--- config.mk ---
export PLATFORM = sky130hd
export DESIGN_NAME = iso_dio_port
export DESIGN_NICKNAME = d
export VERILOG_FILES = /design/src/rtl/iso_dio_pkg.sv /design/src/rtl/iso_dio_decode.sv /design/src/rtl/iso_dio_out_latch.sv /design/src/rtl/iso_dio_in_sync.sv /design/src/rtl/iso_dio_irq_ctrl.sv /design/src/rtl/iso_dio_port.sv
export SDC_FILE = /design/constraint.sdc
export NUM_CORES = 1
export LEC_CHECK = 0
export ABC_AREA = 1
export BUFFER_PORTS_ARGS = -buffer_cell sky130_fd_sc_hd__clkbuf_2
export CAP_MARGIN = 40
export CORE_AREA = 8 8 70 96
export CTS_CLUSTER_DIAMETER = 30
export CTS_CLUSTER_SIZE = 8
export DETAILED_ROUTE_END_ITERATION = 8
export DIE_AREA = 0 0 78 104
export HOLD_SLACK_MARGIN = 0.03
export MAX_ROUTING_LAYER = met4
export PLACE_DENSITY = 0.79
export SYNTH_ARGS = -nofsm -noshare
export SYNTH_HDL_FRONTEND = slang
export SYNTH_SLANG_ARGS = --single-unit
--- constraint.sdc ---
create_clock -name clk -period 1.56 [get_ports clk]
set_input_delay 0.312 -clock clk [delete_from_list [all_inputs] [get_ports clk]]
set_output_delay 0.312 -clock clk [all_outputs]
set_load 0.03 [all_outputs]
--- src/rtl/iso_dio_pkg.sv ---
package iso_dio_pkg;
  localparam int BYTE_W   = 8;
  localparam int WIN_LOG2 = 3;
  localparam int WIN_SIZE = 1 << WIN_LOG2;

  typedef enum logic [WIN_LOG2-1:0] {
    OFS_OUT_LO = 3'd0,
    OFS_IN_LO  = 3'd1,
    OFS_CTRL   = 3'd2,
    OFS_RSV3   = 3'd3,
    OFS_OUT_HI = 3'd4,
    OFS_IN_HI  = 3'd5,
    OFS_RSV6   = 3'd6,
    OFS_RSV7   = 3'd7
  } ofs_e;

  // window offset that carries output byte b / input byte b
  function automatic int unsigned out_ofs(input int unsigned b);
    return (b == 0) ? 32'(OFS_OUT_LO) : 32'(OFS_OUT_HI);
  endfunction

  function automatic int unsigned in_ofs(input int unsigned b);
    return (b == 0) ? 32'(OFS_IN_LO) : 32'(OFS_IN_HI);
  endfunction
endpackage

--- src/rtl/iso_dio_decode.sv ---
module iso_dio_decode
  import iso_dio_pkg::*;
#(
  parameter int ADDR_W = 10,
  parameter int BASE   = 'h300
) (
  input  logic [ADDR_W-1:0]   addr,
  input  logic                rd,
  input  logic                wr,
  output logic                in_win,
  output logic [WIN_SIZE-1:0] rd_hit,
  output logic [WIN_SIZE-1:0] wr_hit
);
  localparam logic [ADDR_W-1:0] BASE_V = ADDR_W'(BASE);

  logic [WIN_LOG2-1:0] ofs;

  assign in_win = (addr[ADDR_W-1:WIN_LOG2] == BASE_V[ADDR_W-1:WIN_LOG2]);
  assign ofs    = addr[WIN_LOG2-1:0];

  for (genvar i = 0; i < WIN_SIZE; i++) begin : g_hit
    assign rd_hit[i] = rd & in_win & (ofs == WIN_LOG2'(i));
    assign wr_hit[i] = wr & in_win & (ofs == WIN_LOG2'(i));
  end
endmodule

--- src/rtl/iso_dio_out_latch.sv ---
module iso_dio_out_latch
  import iso_dio_pkg::*;
#(
  parameter int N_OUT = 16
) (
  input  logic                     clk,
  input  logic                     rst_n,
  input  logic [N_OUT/BYTE_W-1:0]  byte_we,
  input  logic [BYTE_W-1:0]        wdata,
  output logic [N_OUT-1:0]         q
);
  localparam int NBYTES = N_OUT / BYTE_W;

  for (genvar b = 0; b < NBYTES; b++) begin : g_byte
    logic [BYTE_W-1:0] q_r, q_nxt;

    always_comb begin
      q_nxt = q_r;
      if (byte_we[b]) q_nxt = wdata;
    end

    always_ff @(posedge clk or negedge rst_n) begin
      if (!rst_n)          q_r <= '1;
      else if (byte_we[b]) q_r <= q_nxt;
    end

    assign q[b*BYTE_W +: BYTE_W] = q_r;
  end
endmodule

--- src/rtl/iso_dio_in_sync.sv ---
module iso_dio_in_sync #(
  parameter int N_IN   = 16,
  parameter int STAGES = 2
) (
  input  logic            clk,
  input  logic            rst_n,
  input  logic [N_IN-1:0] pins,
  output logic [N_IN-1:0] sync_q,
  output logic            change
);
  logic [N_IN-1:0] stage_q [STAGES];
  logic [N_IN-1:0] prev_q;

  for (genvar s = 0; s < STAGES; s++) begin : g_stage
    logic [N_IN-1:0] d;
    if (s == 0) begin : g_first
      assign d = pins;
    end else begin : g_next
      assign d = stage_q[s-1];
    end
    always_ff @(posedge clk or negedge rst_n) begin
      if (!rst_n) stage_q[s] <= '0;
      else        stage_q[s] <= d;
    end
  end

  assign sync_q = stage_q[STAGES-1];

  always_ff @(posedge clk or negedge rst_n) begin
    if (!rst_n) prev_q <= '0;
    else        prev_q <= sync_q;
  end

  // any bit differing from the previous sample: both edge directions
  assign change = |(sync_q ^ prev_q);
endmodule

--- src/rtl/iso_dio_irq_ctrl.sv ---
module iso_dio_irq_ctrl (
  input  logic clk,
  input  logic rst_n,
  input  logic en_set,
  input  logic en_clr,
  input  logic pend_clr,
  input  logic change,
  output logic en_q,
  output logic pend_q,
  output logic irq
);
  logic en_nxt, pend_nxt;

  always_comb begin
    en_nxt = en_q;
    if (en_clr)      en_nxt = 1'b0;
    else if (en_set) en_nxt = 1'b1;
  end

  // a new event in the clearing cycle keeps the flag set
  always_comb begin
    pend_nxt = pend_q;
    if (pend_clr)        pend_nxt = 1'b0;
    if (en_q && change)  pend_nxt = 1'b1;
  end

  always_ff @(posedge clk or negedge rst_n) begin
    if (!rst_n) begin
      en_q   <= 1'b0;
      pend_q <= 1'b0;
    end else begin
      en_q   <= en_nxt;
      pend_q <= pend_nxt;
    end
  end

  assign irq = en_q & pend_q;
endmodule

--- src/rtl/iso_dio_port.sv ---
module iso_dio_port
  import iso_dio_pkg::*;
#(
  parameter int ADDR_W = 10,
  parameter int BASE   = 'h300,
  parameter int N_OUT  = 16,
  parameter int N_IN   = 16,
  parameter int STAGES = 2
) (
  input  logic              clk,
  input  logic              rst_n,
  input  logic [ADDR_W-1:0] bus_addr,
  input  logic [7:0]        bus_wdata,
  input  logic              bus_wr,
  input  logic              bus_rd,
  output logic [7:0]        bus_rdata,
  input  logic [N_IN-1:0]   in_lines,
  output logic [N_OUT-1:0]  out_lines,
  output logic              irq
);
  localparam int OUT_BYTES = N_OUT / BYTE_W;
  localparam int IN_BYTES  = N_IN / BYTE_W;

  logic                in_win;
  logic [WIN_SIZE-1:0] rd_hit, wr_hit;
  logic [OUT_BYTES-1:0] out_we;
  logic [N_IN-1:0]     in_sync;
  logic                in_change;
  logic                irq_en_q, irq_pend_q;

  iso_dio_decode #(.ADDR_W(ADDR_W), .BASE(BASE)) u_dec (
    .addr(bus_addr), .rd(bus_rd), .wr(bus_wr),
    .in_win(in_win), .rd_hit(rd_hit), .wr_hit(wr_hit)
  );

  for (genvar b = 0; b < OUT_BYTES; b++) begin : g_owe
    assign out_we[b] = wr_hit[out_ofs(b)];
  end

  iso_dio_out_latch #(.N_OUT(N_OUT)) u_out (
    .clk(clk), .rst_n(rst_n), .byte_we(out_we),
    .wdata(bus_wdata), .q(out_lines)
  );

  iso_dio_in_sync #(.N_IN(N_IN), .STAGES(STAGES)) u_sync (
    .clk(clk), .rst_n(rst_n), .pins(in_lines),
    .sync_q(in_sync), .change(in_change)
  );

  iso_dio_irq_ctrl u_irq (
    .clk(clk), .rst_n(rst_n),
    .en_set(rd_hit[OFS_CTRL]), .en_clr(wr_hit[OFS_CTRL]),
    .pend_clr(wr_hit[OFS_IN_LO]), .change(in_change),
    .en_q(irq_en_q), .pend_q(irq_pend_q), .irq(irq)
  );

  // read-back: OR of byte sources gated by one-hot hits
  always_comb begin
    bus_rdata = '0;
    for (int b = 0; b < OUT_BYTES; b++)
      if (rd_hit[out_ofs(b)]) bus_rdata = bus_rdata | out_lines[b*BYTE_W +: BYTE_W];
    for (int b = 0; b < IN_BYTES; b++)
      if (rd_hit[in_ofs(b)]) bus_rdata = bus_rdata | in_sync[b*BYTE_W +: BYTE_W];
  end

  logic unused_hits;
  assign unused_hits = ^{in_win, rd_hit[OFS_RSV3], rd_hit[OFS_RSV6], rd_hit[OFS_RSV7],
                         wr_hit[OFS_RSV3], wr_hit[OFS_RSV6], wr_hit[OFS_RSV7],
                         wr_hit[OFS_IN_HI], rd_hit[OFS_IN_LO]};
endmodule

==> flow_summary.ini <==
[run_status]
status = complete, but fails checks
failed_checks = negative setup slack

[routing]
firstDrtPassIters = 4
wl_per_cell_um = 14.3
via_per_inst = 5.06
drc = 0
wl_mm = 6.07
vias = 2147
drtIter0Drc = 109
antenna_left = 0

[sta]
grt_setup_unrepaired = yes
setup_viol = 8
post-route-min-period_ns = 1.64
finalHoldViolCount = 0
drv_slew = 0
timing.final.crit_share_pct = 105
tightestPinTransition_ns = 0.336
slew_headroom_pct = 77.6
timing.setup.tns_ns = -0.379
clock_skew_ns = 0.00569
finalWorstSetupSlack_ns = -0.0823
whs_ns = 0.0794
fmax_mhz = 609

[grt]
grtUsageMet2_pct = 25.9
antenna_found_initial = 0
grt_pass1_vias = 2212
grt.busiest_layer = met2
grt_pass1_wl_mm = 10.2
grt-ovfl-total = 0
use_met3_pct = 4.67
grt_max_degree = 67
globalRouteTotalUtil_pct = 16.3
gr-usage-met1_pct = 17.9

[synthesis]
yosys_warnings = 0
synth_cells = 273
ys_types = 20
ys_seq_area_share_pct = 61.3
syn-cell-area_mm2 = 0.00273
syn-num-nets = 311
yosys_register_bits = 66
avgSynthCellArea_um2 = 9.98

[layout]
drive_gt1_share_pct = 38.8
layoutNonFillerInstCount = 424
syn_to_final_growth_pct = 29.4
final_area_mm2 = 0.00353
most-common-layout-cells = 64 x nand2_1, 52 x clkbuf_2, 50 x dfrtp_1
n_antenna_cell = 0
utilization_pct = 65.7
final_net_count = 389
layout_commonest_cell = nand2_1
fill_cells = 432
multi_input_area_um2 = 860
layout.area.seq_mm2 = 0.00167

[power]
p_per_area_mw_per_mm2 = 980
power.total_mw = 3.46
ir_worst_vdd_mv = 0.714
p_leak_nw = 1.77

[critical_path]
crit_path_frequent_cell = nand4_1
worst-setup-path-type = in -> out
critPathMaxStageDelay_ns = 0.18
cp-start-kind = primary input
worst_path_dominant_cell_family = simple AND/OR/NAND/NOR gates
worstSetupEndpointType = primary output
worst-path-buf-inv = 3
cp_max_fo = 25
required_ns = 1.25
crit_chain = clkbuf_2, nor2_2, nand2_2, nor2_4, buf_12, nand4_1, nand4_1, clkbuf_8
cpMaxStageDelayCell = clkbuf_8
crit_arrival_ns = 1.33

[clocking]
clkLatencyLatePin_ns = 0.33
cts_tree = done
root_buffer = clkbuf_8
cts.clk_slew.worst_paths_ns = 0.07
cts-buffers-inserted = 9
cts_sinks = 66
h-tree-depth = 3
clock_path_buffers = 2

[place]
dp_slack_ns = -0.118
hpwl_mm = 4.51
place_congestion = 0.817
portBuffers = 62
placed_cell_area_mm2 = 0.00320
place_inst = 403

[flow_run]
drv_cap = 0

[min_path]
hp-class = in -> reg

[floorplan]
die_area_mm2 = 0.00811
row_count = 32
fp.coreArea_mm2 = 0.00537
die_x_um = 78
io_pins = 63
start_util_pct = 50.8
die_h_um = 104
==> path summary, 6_finish.rpt <==
path                                         from                       to  slack (ns)  depth (start not counted)
min                                  in_lines[12]  u_sync.g_stage[1].d[12]        0.08                          1
min in group asynchronous                   rst_n   u_sync.g_stage[1].d[5]        0.52                          3
min reg2reg                u_sync.g_stage[1].d[0]         u_sync.sync_q[0]        0.35                          0
max                                   bus_addr[4]             bus_rdata[2]       -0.08                          8
max in group asynchronous                   rst_n   u_out.g_byte[0].q_r[7]        0.71                          3
max reg2reg                      u_sync.sync_q[5]             u_irq.pend_q        0.41                          8
==> what timing repair did <==
action                                  CTS  global route
buffers inserted                          4             0
hold endpoints to repair                 50             0
endpoints found under the setup margin    8             8
hold buffers                              1             0
pin swaps                                 3             2
gates resized for setup                  18             4
==> state kept, by name, indices dropped and copies added, names as in the netlist <==
register,flops
u_out.g_byte.q_r,16
u_sync.g_stage.d,16
u_sync.prev_q,16
u_sync.sync_q,16
u_irq.en_q,1
u_irq.pend_q,1
==> cells in the mapped netlist, drive strengths merged <==
cell type,count,area [um2]
nand2,67,256
nand3,5,42.5
inv,40,150
clkbuf,5,18.8
nand4,40,250
nand3b,1,7.51
nor3,4,52.6
dfstp,16,420
nor2,24,97.6
dfrtp,50,1250
o21ai,16,140
buf,5,37.5
==> layer usage <==
| metal | share of wire (%) | wire length, um |
|---|---|---|
| met5 | 0 | 0 |
| met1 | 41 | 2510 |
| met2 | 51 | 3110 |
| met3 | 4.2 | 256 |
| met4 | 3.2 | 193 |
==> power by group <==
part           internal, mW  total, mW  switching (mW)
clock                 0.733       1.36           0.624
sequential             1.79       1.84          0.0496
combinational         0.103      0.261           0.158
total                  2.62       3.46           0.832
==> layout make-up <==
class	instances	share of cell area, %
clock inverter	7	1.99
sequential	66	47.4
clock buffer	9	3.51
inverter	40	4.26
multi-input combinational	157	24.4
timing repair buffer	77	16.1
tap	68	2.41
==> cell families (layout without fill, tap and decap cells) <==
family	count (synthesis)	after routing	synth area share, %
AO/OA/AOI/OAI	16	16	5.14
buffers and inverters	50	133	7.58
flip-flops	66	66	61.3
AND/OR/NAND/NOR	141	141	25.9
Note: power is estimated with default switching activity, not from simulation.
